--- config.mk ---
export PLATFORM = sky130hd
export DESIGN_NAME = irq_entry_seq
export DESIGN_NICKNAME = d
export VERILOG_FILES = /design/src/rtl/irq_entry_seq.sv
export SDC_FILE = /design/constraint.sdc
export NUM_CORES = 1
export LEC_CHECK = 0
export ABC_AREA = 1
export BUFFER_PORTS_ARGS = -buffer_cell sky130_fd_sc_hd__buf_2
export CORE_MARGIN = 2
export CORE_UTILIZATION = 50
export DETAILED_ROUTE_END_ITERATION = 8
export MAX_ROUTING_LAYER = met4
export PLACE_DENSITY = 0.84
export SLEW_MARGIN = 15
export SYNTH_ARGS = -nofsm -noshare
export SYNTH_HDL_FRONTEND = slang
export SYNTH_SLANG_ARGS = --single-unit
--- constraint.sdc ---
create_clock -name clk -period 5.4 [get_ports clk]
set_input_delay 1.62 -clock clk [delete_from_list [all_inputs] [get_ports clk]]
set_output_delay 1.62 -clock clk [all_outputs]
set_load 0.02 [all_outputs]
--- src/rtl/irq_entry_seq.sv ---
module irq_entry_seq #(
  parameter int DATA_W = 16,
  parameter int ADDR_W = 16,
  parameter int NUM_W  = 4,
  parameter int PRIO_W = 3
) (
  input  logic              clk,
  input  logic              rst_n,
  input  logic              irq_req,
  input  logic              irq_nmi,
  input  logic [NUM_W-1:0]  irq_num,
  input  logic [PRIO_W-1:0] irq_prio,
  output logic              irq_ack,
  input  logic              trap_cmd,
  input  logic [NUM_W-1:0]  trap_cmd_num,
  output logic              trap_req,
  output logic [NUM_W-1:0]  trap_num,
  input  logic              reti_cmd,
  input  logic              sr_wr,
  input  logic [DATA_W-1:0] sr_wdata,
  input  logic              sp_wr,
  input  logic [ADDR_W-1:0] sp_wdata,
  input  logic [DATA_W-1:0] cur_pc,
  output logic              pc_set,
  output logic [DATA_W-1:0] pc_new,
  output logic [DATA_W-1:0] sr,
  output logic [ADDR_W-1:0] sp,
  output logic              busy,
  output logic              mem_we,
  output logic              mem_re,
  output logic [ADDR_W-1:0] mem_addr,
  output logic [DATA_W-1:0] mem_wdata,
  input  logic [DATA_W-1:0] mem_rdata
);
  localparam logic [PRIO_W-1:0] PRIO_MAX = {PRIO_W{1'b1}};
  localparam logic [DATA_W-1:0] SR_RST = {{(DATA_W-PRIO_W){1'b0}}, PRIO_MAX};
  localparam logic [ADDR_W-1:0] SP_ONE = {{(ADDR_W-1){1'b0}}, 1'b1};

  typedef enum logic [2:0] {S_IDLE, S_PUSH_PC, S_PUSH_SR, S_POP_SR, S_POP_PC} st_t;

  st_t               st;
  logic [DATA_W-1:0] sr_q, pc_sv;
  logic [ADDR_W-1:0] sp_q;
  logic [NUM_W-1:0]  num_sv, trap_num_q;
  logic [PRIO_W-1:0] prio_sv;
  logic              trap_req_q;

  wire idle    = (st == S_IDLE);
  wire cmd_any = reti_cmd | sr_wr | sp_wr;
  wire above   = irq_prio > sr_q[PRIO_W-1:0];
  wire take    = idle & ~cmd_any & irq_req & (irq_nmi | above);
  wire [ADDR_W-1:0] sp_dn = sp_q - SP_ONE;
  wire [ADDR_W-1:0] sp_up = sp_q + SP_ONE;

  assign irq_ack   = take;
  assign busy      = ~idle;
  assign mem_we    = (st == S_PUSH_PC) | (st == S_PUSH_SR);
  assign mem_re    = (idle & reti_cmd) | (st == S_POP_SR);
  assign mem_addr  = mem_we ? sp_dn : sp_q;
  assign mem_wdata = (st == S_PUSH_PC) ? pc_sv : sr_q;
  assign pc_set    = (st == S_PUSH_SR) | (st == S_POP_PC);
  assign pc_new    = (st == S_POP_PC) ? mem_rdata : {{(DATA_W-NUM_W){1'b0}}, num_sv};
  assign sr        = sr_q;
  assign sp        = sp_q;
  assign trap_req  = trap_req_q;
  assign trap_num  = trap_num_q;

  always_ff @(posedge clk) begin
    if (!rst_n) begin
      st         <= S_IDLE;
      sr_q       <= SR_RST;
      sp_q       <= '0;
      pc_sv      <= '0;
      num_sv     <= '0;
      prio_sv    <= '0;
      trap_req_q <= 1'b0;
      trap_num_q <= '0;
    end else begin
      trap_req_q <= trap_cmd;
      trap_num_q <= trap_cmd_num;
      case (st)
        S_IDLE: begin
          if (reti_cmd) begin
            sp_q <= sp_up;
            st   <= S_POP_SR;
          end else begin
            if (sr_wr) sr_q <= sr_wdata;
            if (sp_wr) sp_q <= sp_wdata;
            if (take) begin
              pc_sv   <= cur_pc;
              num_sv  <= irq_num;
              prio_sv <= irq_prio;
              st      <= S_PUSH_PC;
            end
          end
        end
        S_PUSH_PC: begin
          sp_q <= sp_dn;
          st   <= S_PUSH_SR;
        end
        S_PUSH_SR: begin
          sp_q               <= sp_dn;
          sr_q[PRIO_W-1:0]   <= prio_sv;
          st                 <= S_IDLE;
        end
        S_POP_SR: begin
          sr_q <= mem_rdata;
          sp_q <= sp_up;
          st   <= S_POP_PC;
        end
        S_POP_PC: st <= S_IDLE;
        default:  st <= S_IDLE;
      endcase
    end
  end

  AST_ACK_PULSE: assert property (@(posedge clk) disable iff (!rst_n)
    irq_ack |=> !irq_ack);
  AST_ENTRY_BUSY: assert property (@(posedge clk) disable iff (!rst_n)
    irq_ack |=> busy);
  AST_PC_PUSH: assert property (@(posedge clk) disable iff (!rst_n)
    irq_ack |=> (mem_we && mem_wdata == $past(cur_pc)));
  AST_SP_DOWN: assert property (@(posedge clk) disable iff (!rst_n)
    mem_we |=> (sp == $past(sp) - SP_ONE));
  AST_PRIO_LOAD: assert property (@(posedge clk) disable iff (!rst_n)
    irq_ack |=> ##2 (sr[PRIO_W-1:0] == $past(irq_prio, 3)));
  AST_RETI_POP: assert property (@(posedge clk) disable iff (!rst_n)
    (!busy && reti_cmd) |=> (mem_re && !mem_we));
  AST_RW_EXCL: assert property (@(posedge clk) disable iff (!rst_n)
    !(mem_we && mem_re));
  AST_TRAP_FWD: assert property (@(posedge clk) disable iff (!rst_n)
    trap_cmd |=> (trap_req && trap_num == $past(trap_cmd_num)));
endmodule

==> impl_summary.log, run 1 <==
INFO  metric grt_util_all_layers = 31.2%
INFO  metric totalWireLength = 13400 um
INFO  metric worst_skew_pair.late_latency = 0.35 ns
INFO  metric dominantRegCellSynth = sky130_fd_sc_hd__dfxtp_1
INFO  metric worstRegToRegCells = 7
INFO  metric layout.cells.most_common = sky130_fd_sc_hd__buf_2
INFO  metric critical_path.max_fanout = 25
INFO  metric netlist_instances = 642
INFO  metric synth.top_cell.area_share = 31.8%
INFO  metric clock_tree.root_cell = sky130_fd_sc_hd__clkbuf_8
INFO  metric core_area = 0.00773 sq mm
INFO  metric synth-seq-cells = 63
INFO  metric initial_antenna_violation_count = 0
INFO  metric rsz0062_at_grt = false
INFO  metric synth-seq-area-share = 31.8%
INFO  metric synthDistinctLibCells = 28
INFO  metric leakage_power_of_the_design = ~2.7 nW
INFO  metric syn-cell-area = 0.00397 sq mm
INFO  metric timing.hold.worst.class = flop to flop
INFO  metric whs_path_cells = 2
INFO  metric cts.htree.levels = 3
INFO  metric initial_core_util = approximately 50%
INFO  metric critPathMostFrequentCell = sky130_fd_sc_hd__buf_2
INFO  metric layout-drive-gt1-share = approximately 27%
INFO  metric final_util = 64.9%
INFO  metric dr.first_iter.drc_count = 258
INFO  metric first_global_vias = 4619
INFO  metric crit_path_max_incr_delay = 0.33 ns
INFO  metric worst_path_dominant_cell_family = compound AO/OA/AOI/OAI gates
INFO  metric outcome = finished clean
INFO  metric min_period = 4.66 ns
INFO  metric worst_clock_skew = about 0.011 ns
INFO  metric post_cts_resize_count = 0
INFO  metric r2r-start = st[2]
INFO  metric maxCapViolations = 0
INFO  metric gpl.final_weighted_congestion = 0.948
INFO  metric drc_errors = 0
INFO  metric finalCritPeriodShare = between 80% and 90%
INFO  metric cts_sinks = 63
INFO  metric post_synthesis_to_final_layout_area_growth = 26.3%
INFO  metric maxSlewViolCount = 0
INFO  metric globalRoute.totalOverflow = 0
INFO  metric holdPathEnd = prio_sv[2]
INFO  metric portBuffers = 172
INFO  metric yosysWarnings = 0
INFO  metric grt_max_degree = 53
INFO  metric synth_edf_count = 0
INFO  metric worst-path-buf-inv = 3
INFO  metric dpl_hpwl = 9850 um
INFO  metric finish.instance_area = ~0.005 sq mm
INFO  metric syn_area_per_cell = 6.19 sq um
INFO  metric fin_ws = about 0.74 ns
INFO  metric worst_margin_slew = 1.11 ns
INFO  metric die_height = 93.1 um
INFO  metric tritoncts = yes
INFO  metric post_drt_via_cell_ratio = approximately 5.4
INFO  metric worst_ep_required_time = around 3.8 ns
INFO  metric drt-wirelength-per-cell = 14.8 um
INFO  metric fin_setup_tns = 0 ns
INFO  metric tritoncts.num_buffers = 9
INFO  metric leading_cell_types_in_the_layout_fill_and_taps_excluded = 172 x sky130_fd_sc_hd__buf_2, 144 x sky130_fd_sc_hd__nand2_1, 120 x sky130_fd_sc_hd__nor2_1
INFO  metric synth_async_sr_flop_share = 0%
INFO  metric post-cts-setup-buffers = 0
INFO  metric crit_slowest_cell = sky130_fd_sc_hd__ha_1
INFO  metric ctsHoldBuffers = 0
INFO  metric via_count = 4883
INFO  metric synth_largest_area_cell = sky130_fd_sc_hd__dfxtp_1
INFO  metric die_area = 0.00867 sq mm
INFO  metric worst-r2r-setup-slack = 2.80 ns
INFO  metric powerDensity = 347 mW/mm^2
INFO  metric max-slew-margin-rel = 25.3%
INFO  metric number_of_top_level_design_ports = 173
INFO  metric hold_path_startpoint = prio_sv[2]
INFO  metric detailedRoute.firstPassIterationCount = 5
INFO  metric worst_r2r_endpoint = sr[6]
INFO  metric synth.area.top_cells = sky130_fd_sc_hd__dfxtp_1 32%, sky130_fd_sc_hd__nand2_1 14%, sky130_fd_sc_hd__nor2_1 11%
INFO  metric critical_path.endpoint_type = output port
INFO  metric postSynthNetCount = 731
INFO  metric antenna_cells = 0
INFO  metric vdd_drop_max = 0.166 mV
INFO  metric critPathKind = input pin to output port
INFO  metric rows = 32
INFO  metric placed_cell_area = 0.00484 sq mm
INFO  metric cp.arrival = 3.04 ns
INFO  metric final_setup_fails = 0
INFO  metric clk_transition_reported_paths = about 0.070 ns
INFO  metric max_freq = ~210 MHz
INFO  metric detailedPlace.worstSlack = 0.744 ns
INFO  metric critical_path.cell_chain = buf_2 -> ha_1 -> a21oi_1 -> o21ai_0 -> a21o_1 -> nand2_2 -> inv_2 -> buf_2
INFO  metric dieWidth = approximately 93 um
INFO  metric start_kind = input pin
INFO  metric number_of_failing_hold_endpoints_at_the_final_stage = 0
INFO  metric number_of_nets_in_the_final_layout = 886
INFO  metric cts_buffer_depth = 2
INFO  metric ant_nets = 0
INFO  metric first_pass_grt_wire_length = 21100 um
[tightest hold or removal path, delay by kind of cell, from the launching register on]
kind	cells	cell delay, ns
flops	1	0.33
simple gates	2	0.13
[synth_stat cells (2+ instances only)]
master and count:
sky130_fd_sc_hd__a21oi_1 17, sky130_fd_sc_hd__a311oi_1 4, sky130_fd_sc_hd__a31oi_1 15, sky130_fd_sc_hd__buf_2 12
sky130_fd_sc_hd__buf_4 2, sky130_fd_sc_hd__clkbuf_1 17, sky130_fd_sc_hd__dfxtp_1 63, sky130_fd_sc_hd__ha_1 6
sky130_fd_sc_hd__inv_1 63, sky130_fd_sc_hd__mux2_2 17, sky130_fd_sc_hd__nand2_1 144, sky130_fd_sc_hd__nand2_2 2
sky130_fd_sc_hd__nand3_1 58, sky130_fd_sc_hd__nand4_1 6, sky130_fd_sc_hd__nor2_1 120, sky130_fd_sc_hd__nor2_2 3
sky130_fd_sc_hd__o211ai_1 3, sky130_fd_sc_hd__o21ai_0 80
[sequential cells by signal, summed over array words and instances, names as in the netlist]
| name | flops |
|---|---|
| num_sv | 4 |
| pc_sv | 16 |
| prio_sv | 3 |
| sp | 16 |
| sr | 16 |
| st | 3 |
| trap_num | 4 |
| trap_req | 1 |
[layout make-up]
type                       count  area [sq um]
clock inverter                 7          47.5
fill                         758          2710
tap                          102           128
clock buffer                   9           124
multi-input combinational    484          2330
inverter                      64           240
sequential                    63          1260
timing repair buffer         175           883
[stage by stage]
step | power, mW | hold WS, ns | std cells
6_report | 1.74 | 0.489 | 904
5_1_grt | 1.86 | 0.510 | 904
4_1_cts | 1.74 | 0.491 | 904
3_5_place_dp | 1.37 | 0.473 | 888
3_3_place_gp | 1.36 | 0.462 | 888
2_1_floorplan | 1.12 | 0.449 | 642
[cells by family (layout without fill, tap and decap cells)]
kind of cell | count (synthesis) | after routing | synth area share (%)
flip-flops | 63 | 63 | 31.8
buffers and inverters | 95 | 255 | 9.55
multiplexers | 17 | 17 | 4.82
AND/OR/NAND/NOR | 337 | 337 | 35.1
AO/OA/AOI/OAI | 124 | 124 | 16.9
adder cells (fa/ha/maj) | 6 | 6 | 1.89
[where the power goes]
part           switching, mW  internal, mW  total, mW  leakage, nW
Clock                  0.203         0.166      0.370       0.0854
Combinational          0.528         0.255      0.783         2.08
Sequential            0.0728         0.516      0.589        0.516
[layer usage]
layer / GRT usage, % / part of all wire (%) / routed length [um]
met5: - / 0 / 0
met4: 13.1 / 2.9 / 393
met3: 5.88 / 7.4 / 990
met2: 50.8 / 48 / 6410
met1: 37.9 / 42 / 5570
[worst max-delay path by stage]
stage / end / depth (start not counted) / from / slack [ns]
global placement: irq_ack / 8 / irq_prio[2] / 0.81
global route: irq_ack / 8 / irq_prio[2] / 0.63
floorplan: irq_ack / 7 / irq_prio[2] / 1.16
CTS: irq_ack / 8 / irq_prio[2] / 0.75
finish: irq_ack / 8 / irq_prio[2] / 0.74
detailed placement: irq_ack / 8 / irq_prio[2] / 0.74
Power figures use the tool's default switching activity.
==> run 2: changes to the inputs <==
CORE_UTILIZATION = 25   (was 50)
PLACE_DENSITY = 0.58   (was 0.84)
==> impl_summary.log, run 2 (synthesis results as in run 1) <==
INFO  metric outcome = finished clean
INFO  metric max-slew-margin-rel = 30.9%
INFO  metric number_of_nets_in_the_final_layout = between 800 and 900
INFO  metric start_kind = input pin
INFO  metric first_pass_grt_wire_length = 22000 um
INFO  metric post_drt_via_cell_ratio = 4.62
INFO  metric number_of_failing_hold_endpoints_at_the_final_stage = 0
INFO  metric critPathKind = input pin to output port
INFO  metric ant_nets = 0
INFO  metric powerDensity = 379 mW/mm^2
INFO  metric worst_ep_required_time = 3.78 ns
INFO  metric min_period = 4.69 ns
INFO  metric post_synthesis_to_final_layout_area_growth = 34.0%
INFO  metric detailedRoute.firstPassIterationCount = 6
INFO  metric final_setup_fails = 0
INFO  metric maxCapViolations = 0
INFO  metric globalRoute.totalOverflow = 0
INFO  metric initial_core_util = 25.3%
INFO  metric first_global_vias = ~4.3k
INFO  metric worst_skew_pair.late_latency = around 0.34 ns
INFO  metric register_area = approximately 0.0013 sq mm
INFO  metric drc_errors = 0
INFO  metric cts.htree.levels = 3
INFO  metric drt-wirelength-per-cell = 13.9 um
INFO  metric fin_setup_tns = 0 ns
INFO  metric ctsHoldBuffers = 0
INFO  metric maxSlewViolCount = 0
INFO  metric gpl.final_weighted_congestion = 0.827
INFO  metric post_cts_resize_count = 0
INFO  metric detailedPlace.worstSlack = between 0.7 and 0.8 ns
INFO  metric die_area = 0.0169 sq mm
INFO  metric fin_ws = 0.713 ns
INFO  metric rows = 46
INFO  metric hold_path_startpoint = pc_sv[11]
INFO  metric finalPower = 2.02 mW
INFO  metric worst_margin_slew = 1.04 ns
INFO  metric die_height = 130 um
INFO  metric portBuffers = between 150 and 200
INFO  metric layout-drive-gt1-share = 27.1%
INFO  metric dr.first_iter.drc_count = 245
INFO  metric r2r-start = st[2]
INFO  metric leakage_power_of_the_design = 2.75 nW
INFO  metric worst_clock_skew = roughly 0.0055 ns
INFO  metric max_freq = 213 MHz
INFO  metric timing.hold.worst.class = flop to flop
INFO  metric grt_max_degree = 53
INFO  metric cp.arrival = 3.07 ns
INFO  metric post-cts-setup-buffers = 0
INFO  metric layout.cells.most_common = sky130_fd_sc_hd__buf_2
INFO  metric dpl_hpwl = 10500 um
INFO  metric crit_start = irq_prio[2]
INFO  metric grt_util_all_layers = 17.2%
INFO  metric totalWireLength = about 14000 um
INFO  metric tritoncts = yes
INFO  metric cts_buffer_depth = 2
INFO  metric core_area = between 0.015 and 0.02 sq mm
INFO  metric via_count = between 4k and 5k
INFO  metric leading_cell_types_in_the_layout_fill_and_taps_excluded = 172 x sky130_fd_sc_hd__buf_2, 144 x sky130_fd_sc_hd__nand2_1, 120 x sky130_fd_sc_hd__nor2_1
INFO  metric finalCritPeriodShare = 86.8%
INFO  metric tritoncts.num_buffers = 9
INFO  metric multiInputGateArea = 0.00233 sq mm
INFO  metric final_util = 33.9%
INFO  metric critical_path.max_fanout = 24
INFO  metric number_of_top_level_design_ports = 173
INFO  metric critical_path.endpoint_type = output port
INFO  metric dieWidth = 130 um
INFO  metric fillCellCount = ~1.8k
INFO  metric clk_transition_reported_paths = roughly 0.060 ns
INFO  metric cts_sinks = 63
INFO  metric vdd_drop_max = 0.140 mV
INFO  metric antenna_cells = 0
INFO  metric clock_tree.root_cell = sky130_fd_sc_hd__clkbuf_16
INFO  metric initial_antenna_violation_count = 0
INFO  metric rsz0062_at_grt = false
-- run 2: cell count changes in the layout (fill, tap and decap cells not counted), sizes merged --
cell / change
bufinv: +2
buf: +1
clkinv: -2
clkbuf: +1
clkinvlp: -1
-- run 2: power by group --
| group | switching (mW) | internal (mW) | leakage (nW) |
|---|---|---|---|
| clock | 0.235 | 0.407 | 0.153 |
| sequential | 0.0722 | 0.517 | 0.516 |
| combinational | 0.531 | 0.255 | 2.08 |
| total | 0.838 | 1.18 | 2.75 |
-- run 2: final timing paths --
path | to | slack (ns) | cells after the start
max | irq_ack | 0.71 | 8
max reg2reg | sr[10] | 2.76 | 7
min reg2reg | pc_sv[11] | 0.48 | 2
min | pc_sv[11] | 0.48 | 2
-- run 2: layer usage --
layer / up-vias / share of wire (%) / global-route usage, %
li1: 2421 / - / -
met1: 2134 / 46 / 22.5
met2: 142 / 47 / 27.5
met3: 12 / 5.5 / 3.57
met4: 0 / 0.90 / 4.05
met5: - / 0 / -
-- run 2: per-stage QoR --
step                      hold slack (ns)  std cells  area (sq um)
after floorplan                     0.449        642          3970
after global placement              0.460       1003          4990
after detailed placement            0.476       1003          4990
after CTS                           0.489       1019          5320
after global routing                0.503       1019          5320
final                               0.484       1019          5320
-- run 2: final cells by class --
| cell class | instances | share of cell area (%) |
|---|---|---|
| Multi-Input combinational cell | 484 | 43.9 |
| Clock buffer | 10 | 4.30 |
| Sequential cell | 63 | 23.7 |
| Timing Repair Buffer | 176 | 16.7 |
| Clock inverter | 6 | 1.76 |
| Inverter | 64 | 4.52 |
| Tap cell | 216 | 5.08 |
-- run 2: critical path, cell delays in order --
cell and delay (ns):
sky130_fd_sc_hd__buf_2 0.11, sky130_fd_sc_hd__ha_1 0.31, sky130_fd_sc_hd__nand2_1 0.06, sky130_fd_sc_hd__o21ai_0 0.14
sky130_fd_sc_hd__a21o_1 0.15, sky130_fd_sc_hd__nand2_2 0.06, sky130_fd_sc_hd__inv_2 0.35, sky130_fd_sc_hd__buf_2 0.26
==> run 3: changes to the inputs <==
CORE_ASPECT_RATIO = 0.9   (was not set)
CORE_MARGIN = 8   (was 2)
GPL_ROUTABILITY_DRIVEN = 0   (was not set)
==> impl_summary.log, run 3 (synthesis results as in run 1) <==
INFO  metric number_of_nets_in_the_final_layout = approximately 890
INFO  metric maxSlewViolCount = 0
INFO  metric vdd_drop_max = 0.144 mV
INFO  metric crit_slowest_cell = sky130_fd_sc_hd__inv_2
INFO  metric cts.htree.levels = 3
INFO  metric antenna_cells = 0
INFO  metric layout-drive-gt1-share = a little over a quarter
INFO  metric worstRegToRegCells = 7
INFO  metric layout.cells.most_common = sky130_fd_sc_hd__buf_2
INFO  metric critical_path.max_fanout = 24
INFO  metric critPathKind = input pin to output port
INFO  metric number_of_failing_hold_endpoints_at_the_final_stage = 0
INFO  metric start_kind = input pin
INFO  metric worst-r2r-setup-slack = between 2 and 3 ns
INFO  metric initial_antenna_violation_count = 0
INFO  metric post-cts-setup-buffers = 0
INFO  metric worst_clock_skew = around 0.0076 ns
INFO  metric crit_path_max_incr_delay = 0.35 ns
INFO  metric number_of_top_level_design_ports = roughly 170
INFO  metric fin_setup_tns = 0 ns
INFO  metric worst_margin_slew = 1.00 ns
INFO  metric powerDensity = about 380 mW/mm^2
INFO  metric cts_sinks = 63
INFO  metric max-slew-margin-rel = 33.2%
INFO  metric detailedRoute.firstPassIterationCount = 5
INFO  metric critical_path.endpoint_type = output port
INFO  metric die_area = about 0.020 sq mm
INFO  metric leading_cell_types_in_the_layout_fill_and_taps_excluded = 172 x sky130_fd_sc_hd__buf_2, 144 x sky130_fd_sc_hd__nand2_1, 120 x sky130_fd_sc_hd__nor2_1
INFO  metric finalCritPeriodShare = 87.2%
INFO  metric clk_transition_reported_paths = 0.06 ns
INFO  metric timing.hold.worst.class = flop to flop
INFO  metric post_drt_via_cell_ratio = 4.71
INFO  metric worst-path-buf-inv = 3
INFO  metric outcome = finished clean
INFO  metric post_cts_resize_count = 0
INFO  metric grt_max_degree = 53
INFO  metric critical_path.cell_chain = buf_2 -> ha_1 -> nand2_1 -> o21ai_0 -> a21o_1 -> nand2_2 -> inv_2 -> buf_2
INFO  metric dpl_hpwl = about 11000 um
INFO  metric drc_errors = 0
INFO  metric hold_path_startpoint = pc_sv[11]
INFO  metric first_pass_grt_wire_length = 24300 um
INFO  metric dr.first_iter.drc_count = 216
INFO  metric rsz0062_at_grt = false
INFO  metric tritoncts = yes
INFO  metric clock_tree.root_cell = sky130_fd_sc_hd__clkbuf_16
INFO  metric worst_r2r_endpoint = sr[10]
INFO  metric via_count = 4736
INFO  metric finalPower = 1.99 mW
INFO  metric final_setup_fails = 0
INFO  metric initial_core_util = 25.6%
INFO  metric tritoncts.num_buffers = 9
INFO  metric min_period = around 4.7 ns
INFO  metric whs_path_cells = 2
INFO  metric worst_skew_pair.late_latency = 0.34 ns
INFO  metric globalRoute.totalOverflow = 0
INFO  metric grt_util_all_layers = 15.5%
INFO  metric rows = 43
INFO  metric ant_nets = 0
INFO  metric core_area = 0.0155 sq mm
INFO  metric die_height = 136 um
INFO  metric cp.arrival = roughly 3 ns
INFO  metric max_freq = around 210 MHz
INFO  metric post_synthesis_to_final_layout_area_growth = 33.2%
INFO  metric ctsHoldBuffers = 0
INFO  metric dieWidth = 149 um
INFO  metric fillCellCount = 1732
INFO  metric drt-wirelength-per-cell = 15.2 um
INFO  metric r2r-start = st[2]
INFO  metric first_global_vias = 4630
INFO  metric totalWireLength = 15300 um
INFO  metric worst_ep_required_time = 3.78 ns
INFO  metric holdPathEnd = pc_sv[11]
INFO  metric critPathMostFrequentCell = sky130_fd_sc_hd__buf_2
INFO  metric cts_buffer_depth = 2
INFO  metric portBuffers = 172
INFO  metric worst_path_dominant_cell_family = buffers and inverters
INFO  metric leakage_power_of_the_design = 2.74 nW
INFO  metric maxCapViolations = 0
-- run 3: worst min-delay path: cells and delay by family (launching register included) --
kind,cells,cell delay [ns]
flip-flops,1,0.32
AND/OR/NAND/NOR,2,0.13
-- run 3: worst max path at each step --
stage / end / cells after the start / startpoint / slack (ns)
2_1_floorplan: irq_ack / 7 / irq_prio[2] / 1.16
3_3_place_gp: irq_ack / 8 / irq_prio[2] / 0.72
3_5_place_dp: irq_ack / 8 / irq_prio[2] / 0.69
4_1_cts: irq_ack / 8 / irq_prio[2] / 0.69
5_1_grt: irq_ack / 8 / irq_prio[2] / 0.62
6_report: irq_ack / 8 / irq_prio[2] / 0.69
-- run 3: power breakdown --
part	internal (mW)	switching [mW]
Clock	0.363	0.243
Combinational	0.257	0.535
Sequential	0.517	0.0719
-- run 3: per-layer routing --
metal  global-route usage (%)  routed length [um]  vias to the layer above
met5                        -                   0                        -
met4                     3.81                 149                        0
met3                     3.91                 964                       10
met2                     25.4                7230                      146
met1                     18.7                6920                     2158
li1                         -                   -                     2422
-- run 3: area by class of cell --
type,count,area (sq um),share of cell area [%]
clock inverter,7,81.3,1.54
inverter,64,240,4.54
tap,202,253,4.78
timing repair buffer,177,898,17.0
sequential,63,1260,23.8
multi-input combinational,484,2330,44.1
clock buffer,9,225,4.26
-- run 3: stage by stage --
| stage | std cells | hold slack, ns | util, % | setup slack (ns) | cell area [sq um] |
|---|---|---|---|---|---|
| 2_1_floorplan | 642 | 0.449 | - | 1.16 | 3970 |
| 3_5_place_dp | 990 | 0.470 | 32.2 | 0.693 | 4980 |
| 4_1_cts | 1006 | 0.485 | 34.1 | 0.690 | 5290 |
| 6_report | 1006 | 0.477 | 34.1 | 0.690 | 5290 |
| 5_1_grt | 1006 | 0.504 | 34.1 | 0.617 | 5290 |
| 3_3_place_gp | 990 | 0.461 | 32.2 | 0.723 | 4980 |
